### config.mk
export PLATFORM = sky130hd
export DESIGN_NAME = pclk_word_calc
export DESIGN_NICKNAME = d
export VERILOG_FILES = /design/src/rtl/pclk_calc_pkg.sv /design/src/rtl/pclk_seq_div.sv /design/src/rtl/pclk_word_pack.sv /design/src/rtl/pclk_word_calc.sv
export SDC_FILE = /design/constraint.sdc
export NUM_CORES = 1
export LEC_CHECK = 0
export BUFFER_PORTS_ARGS = -buffer_cell sky130_fd_sc_hd__buf_4
export CAP_MARGIN = 30
export CORE_AREA = 10 10 199 201
export CTS_CLUSTER_DIAMETER = 40
export DETAILED_ROUTE_END_ITERATION = 6
export DIE_AREA = 0 0 209 211
export PLACE_DENSITY = 0.6
export RECOVER_POWER = 100
export SYNTH_ARGS = -nofsm -noshare
export SYNTH_HDL_FRONTEND = slang
export SYNTH_HIERARCHICAL = 1
export SYNTH_SLANG_ARGS = --single-unit
### constraint.sdc
create_clock -name clk -period 8.4 [get_ports clk]
set_input_delay 0.84 -clock clk [delete_from_list [all_inputs] [get_ports clk]]
set_output_delay 0.84 -clock clk [all_outputs]
set_load 0.02 [all_outputs]
### src/rtl/pclk_calc_pkg.sv
package pclk_calc_pkg;
    // numerator giving frequency in 0.01 MHz steps from picoseconds
    localparam int unsigned FREQ_NUM   = 100000000;
    localparam int unsigned F_MAX      = 15938;
    localparam int unsigned F_MIN      = 1000;
    localparam int unsigned VCO_LO     = 8000;
    // reference ratio 46/1432, pre-scaled by 1000 for rounding
    localparam int unsigned REF_MUL    = 46000;
    localparam int unsigned REF_DIV    = 1432;
    // rounding offset with the 257 adjustment folded in (500 - 257*1000 < 0)
    localparam int unsigned RND_ADD    = 500;
    localparam int unsigned RND_SUB    = 257000;
    localparam int unsigned RND_DIV    = 1000;

    localparam int LOW_W  = 9;
    localparam int CODE_W = 2;
    localparam int STOP_W = 2;
    localparam int WORD_W = LOW_W + CODE_W + STOP_W;
    localparam int PD_W   = 4;
    localparam int FW     = 16;

    typedef enum logic [2:0] {
        ST_IDLE,
        ST_DIV_FREQ,
        ST_CHECK,
        ST_PRESCALE,
        ST_DIV_REF,
        ST_DIV_RND
    } calc_state_t;
endpackage

### src/rtl/pclk_seq_div.sv
module pclk_seq_div #(
    parameter int W = 32
) (
    input  logic         clk,
    input  logic         rst_n,
    input  logic         go,
    input  logic [W-1:0] dividend,
    input  logic [W-1:0] divisor,
    output logic [W-1:0] quotient,
    output logic         valid
);
    localparam int CW = $clog2(W + 1);

    logic [W-1:0]  rem_q;
    logic [W-1:0]  den_q;
    logic [CW-1:0] cnt_q;
    logic [W:0]    shifted;
    logic [W:0]    trial;

    assign shifted = {rem_q, quotient[W-1]};
    assign trial   = shifted - {1'b0, den_q};

    always_ff @(posedge clk or negedge rst_n) begin
        if (!rst_n) begin
            rem_q    <= '0;
            den_q    <= '0;
            quotient <= '0;
            cnt_q    <= '0;
            valid    <= 1'b0;
        end else begin
            valid <= 1'b0;
            if (go) begin
                rem_q    <= '0;
                den_q    <= divisor;
                quotient <= dividend;
                cnt_q    <= CW'(W);
            end else if (cnt_q != '0) begin
                if (!trial[W]) begin
                    rem_q    <= trial[W-1:0];
                    quotient <= {quotient[W-2:0], 1'b1};
                end else begin
                    rem_q    <= shifted[W-1:0];
                    quotient <= {quotient[W-2:0], 1'b0};
                end
                cnt_q <= cnt_q - 1'b1;
                if (cnt_q == CW'(1)) valid <= 1'b1;
            end
        end
    end
endmodule

### src/rtl/pclk_word_pack.sv
module pclk_word_pack
    import pclk_calc_pkg::*;
(
    input  logic [LOW_W-1:0]  low_field,
    input  logic [PD_W-1:0]   pdiv,
    output logic [WORD_W-1:0] word
);
    logic [CODE_W-1:0] code;

    always_comb begin
        unique case (pdiv)
            4'd1:    code = 2'd3;
            4'd2:    code = 2'd2;
            4'd4:    code = 2'd1;
            default: code = 2'd0;
        endcase
    end

    assign word = {{STOP_W{1'b1}}, code, low_field};
endmodule

### src/rtl/pclk_word_calc.sv
module pclk_word_calc
    import pclk_calc_pkg::*;
#(
    parameter int PERIOD_W = 32
) (
    input  logic                clk,
    input  logic                rst_n,
    input  logic                start,
    input  logic [PERIOD_W-1:0] period_ps,
    output logic [WORD_W-1:0]   prog_word,
    output logic [PD_W-1:0]     post_div,
    output logic                done,
    output logic                err
);
    localparam int DW = PERIOD_W;
    localparam logic [DW-1:0] C_NUM   = DW'(FREQ_NUM);
    localparam logic [DW-1:0] C_FMAX  = DW'(F_MAX);
    localparam logic [DW-1:0] C_FMIN  = DW'(F_MIN);
    localparam logic [DW-1:0] C_RMUL  = DW'(REF_MUL);
    localparam logic [DW-1:0] C_RDIV  = DW'(REF_DIV);
    localparam logic [DW-1:0] C_RADJ  = DW'(RND_ADD) - DW'(RND_SUB);
    localparam logic [DW-1:0] C_RNDD  = DW'(RND_DIV);
    localparam logic [FW-1:0] C_VCO   = FW'(VCO_LO);

    calc_state_t state, nxt;

    logic [FW-1:0]   freq_q;
    logic [PD_W-1:0] pd_q;
    logic            div_go;
    logic [DW-1:0]   div_a;
    logic [DW-1:0]   div_b;
    logic [DW-1:0]   div_q;
    logic            div_valid;
    logic            in_band;
    logic [WORD_W-1:0] packed_word;

    pclk_seq_div #(.W(DW)) u_div (
        .clk      (clk),
        .rst_n    (rst_n),
        .go       (div_go),
        .dividend (div_a),
        .divisor  (div_b),
        .quotient (div_q),
        .valid    (div_valid)
    );

    pclk_word_pack u_pack (
        .low_field (div_q[LOW_W-1:0]),
        .pdiv      (pd_q),
        .word      (packed_word)
    );

    assign in_band = (div_q <= C_FMAX) && (div_q >= C_FMIN);

    // state register
    always_ff @(posedge clk or negedge rst_n) begin
        if (!rst_n) state <= ST_IDLE;
        else        state <= nxt;
    end

    // next state and divider launch
    always_comb begin
        nxt    = state;
        div_go = 1'b0;
        div_a  = '0;
        div_b  = '0;
        unique case (state)
            ST_IDLE: begin
                if (start && period_ps != '0) begin
                    div_go = 1'b1;
                    div_a  = C_NUM;
                    div_b  = period_ps;
                    nxt    = ST_DIV_FREQ;
                end
            end
            ST_DIV_FREQ: if (div_valid) nxt = ST_CHECK;
            ST_CHECK:    nxt = in_band ? ST_PRESCALE : ST_IDLE;
            ST_PRESCALE: begin
                if (freq_q >= C_VCO) begin
                    div_go = 1'b1;
                    div_a  = C_RMUL * {{(DW-FW){1'b0}}, freq_q};
                    div_b  = C_RDIV;
                    nxt    = ST_DIV_REF;
                end
            end
            ST_DIV_REF: begin
                if (div_valid) begin
                    div_go = 1'b1;
                    div_a  = div_q + C_RADJ;
                    div_b  = C_RNDD;
                    nxt    = ST_DIV_RND;
                end
            end
            ST_DIV_RND: if (div_valid) nxt = ST_IDLE;
            default:    nxt = ST_IDLE;
        endcase
    end

    // datapath and outputs
    always_ff @(posedge clk or negedge rst_n) begin
        if (!rst_n) begin
            freq_q    <= '0;
            pd_q      <= '0;
            prog_word <= '0;
            post_div  <= '0;
            done      <= 1'b0;
            err       <= 1'b0;
        end else begin
            done <= 1'b0;
            case (state)
                ST_IDLE: begin
                    if (start && period_ps == '0) begin
                        prog_word <= '0;
                        post_div  <= '0;
                        err       <= 1'b1;
                        done      <= 1'b1;
                    end
                end
                ST_CHECK: begin
                    if (in_band) begin
                        freq_q <= div_q[FW-1:0];
                        pd_q   <= PD_W'(1);
                    end else begin
                        prog_word <= '0;
                        post_div  <= '0;
                        err       <= 1'b1;
                        done      <= 1'b1;
                    end
                end
                ST_PRESCALE: begin
                    if (freq_q < C_VCO) begin
                        freq_q <= freq_q << 1;
                        pd_q   <= pd_q << 1;
                    end
                end
                ST_DIV_RND: begin
                    if (div_valid) begin
                        prog_word <= packed_word;
                        post_div  <= pd_q;
                        err       <= 1'b0;
                        done      <= 1'b1;
                    end
                end
                default: ;
            endcase
        end
    end
endmodule

==> results.cfg <==
[status]
status = finished, violations left
violations = capacitance limit, slew limit

[clocking]
worstSkewPairLatency_ns = 0.43
cts_hold_buf = 0
cts_tree = built
root_buffer = clkbuf_16
path_clk_slew_ns = 0.06
postCtsSetupRepairBufs = 0
cts_max_path_buffers = 2
cts_made_buffers = 17
clock_sinks = 145
cts_resized = 0
htreeDepth = 4

[place]
io_buffers = 53
place_congestion = 0.913
dpl.hpwl_um = 25900
dp.cells = 2071

[pwr]
total_power_mw = 3.58
vdd_drop_max_mv = 0.177
p_leak_nw = 7.58
power_density_nw_per_um2 = 234

[sta]
fin_skew_ns = 0.0147
rsz0062_at_grt = false
setup_tns_ns = 0
finalHoldViolations = 0
fmax_mhz = 159
setup_violations = 0
layout_min_cycle_time_ns = 6.29
slew_headroom_pct = -230
fin_crit_sh_pct = 74.9
tightest_slew_ns = 4.94
timing.final.max_slew_violations = 175

[worst_setup_path]
worstSetupPathType = reg -> reg
critPathLaunchType = flop
critical_path_arrival_ns = 6.42
crit_slowest_cell = o21ai_0
max_stage_delay_ns = 3.06
path_cells = or4_1 -> or4_1 -> or3_1 -> or3_1 -> o21ai_0 -> o21ai_0
worst-path-buf-inv = 0
reg2reg_from = u_div/quotient[20]
required_ns = 8.52
r2r_end = pd_q[1]
end_kind = flop
cpLargestDelayFamily = compound AO/OA/AOI/OAI gates
reg2reg_setup_slack_ns = 2.11
crit_path_max_fanout = 36
r2r_cells = 6

[final_layout]
stdcell_count = 2104
diodes = 0
fillCellCount = 3546
drive_above_1_share_pct = 6.33
multi_input_area_sq_um = 9340
area_delta_synth_final_pct = 8.02
nets = 1891
seqCellArea_sq_um = 3630

[yosys]
synth_warnings = 6
syn-cell-area_sq_um = 14100
synth_edf_count = 0
ys_ff_latch = 145
yosysSeqAreaShare_pct = 25.7
synthFlopType = dfrtp_1
synthArstFlopShare_pct = 100
syn_area_per_cell_sq_um = 8.64
syn_inst = 1634
synth.lib_cells_used.distinct = 76

[min_path]
whs_endpoint = err
hp-start = err
hold_depth = 1
min_path_type = reg -> reg

[floorplan]
fp.dieW_um = 209
start_util_pct = 39.9
rows = 69
core-area_sq_um = 35400
io_pins = 54
dieHeight_um = 211
die-area_sq_um = 44100

[flow_run]
maxCapViolCount = 4

[grt]
grt_pass1_vias = 11405
gr-total-overflow = 0
grt_pass1_wl_um = 58400
grt_max_degree = 89
grt_use_total_pct = 15.8
antenna_found_initial = 0

[route]
vias = 11198
wirelength_um = 34500
antenna_left = 0
route.detailed.drc = 0
dr.first_iter.drc_count = 650
viasPerCell = 5.32
wire_per_inst_um = 16.4
firstDrtPassIters = 7
[power by group]
part / switching, mW / total [mW] / internal, mW
Clock: 0.313 / 0.737 / 0.424
Sequential: 0.264 / 1.16 / 0.901
Combinational: 0.889 / 1.67 / 0.784
Total: 1.47 / 3.58 / 2.11
[synthesized netlist by cell type, types with 32 or more instances]
library cell    n  area share [%]
fa_1           79              11
ha_1          147              13
nor2_1         95             2.5
nand2_1       202             5.4
inv_1         194             5.2
xor2_1         32             2.0
clkbuf_1       61             1.6
a21oi_1        74             2.6
xnor2_1        45             2.8
dfrtp_1       145              26
mux2i_1        60             4.3
a211oi_1       32             1.7
o21ai_0       129             4.6
[how the worst max path moves through the flow]
stage	start	endpoint	depth (start not counted)
6_report	u_div/quotient[20]	pd_q[1]	6
5_1_grt	freq_q[14]	u_div/valid	11
4_1_cts	freq_q[4]	u_div/quotient[22]	18
3_5_place_dp	freq_q[6]	u_div/quotient[22]	18
3_3_place_gp	freq_q[6]	u_div/quotient[26]	18
2_1_floorplan	freq_q[6]	u_div/quotient[23]	19
[final cells by class]
class | count | area share (%)
inverter | 194 | 4.77
multi-input combinational | 1208 | 61.2
sequential | 145 | 23.8
clock inverter | 12 | 0.705
timing repair buffer | 64 | 2.72
clock buffer | 20 | 2.99
tap | 461 | 3.78
[sequential cells by signal, indices dropped and copies added (netlist names)]
signal and cells:
prog_word 13, err 1, u_div/den_q 32, u_div/quotient 32
u_div/valid 1, u_div/rem_q 32, freq_q 16, state 3
done 1, pd_q 4, u_div/cnt_q 6, post_div 4
[metal layers]
layer / GRT usage, % / part of all wire [%] / vias up
met2: 25.7 / 46 / 205
met4: 3.52 / 1.2 / 0
met5: 0 / 0 / -
met3: 2.23 / 3.1 / 31
li1: - / - / 5543
met1: 21.7 / 49 / 5419
[layout by cell type (no fill, tap or decap), types with 26 or more instances in the layout]
cell	n
nand2_1	202
inv_1	194
ha_1	147
dfrtp_1	145
o21ai_0	133
nor2_1	95
fa_1	79
a21oi_1	74
mux2i_1	60
xnor2_1	45
buf_4	40
a211oi_1	32
xor2_1	32
and2_1	27
nand3_1	26
[through the flow]
stage	hold WS [ns]	instance area, sq um	util (%)	setup slack [ns]
CTS	0.481	15400	43.4	2.87
finish	0.475	15300	43.1	2.11
global placement	0.461	14800	41.7	2.94
global route	0.501	15300	43.1	1.40
detailed placement	0.467	14800	41.8	2.88
floorplan	0.485	14100	-	3.46
[logic make-up (layout without fill, tap and decap cells)]
logic type,count (synthesis),count (layout),synth area share (%)
adders and majority gates,226,226,24.2
DFF,145,145,25.7
AOI/OAI and AO/OA,367,367,16.8
buffers and inverters,282,290,8.20
xor gates and xnor gates,78,78,4.89
other,1,2,0.0266
and+or+nand+nor,474,474,15.8
muxes,61,61,4.33
No activity file was read; power rests on OpenSTA's default activity.
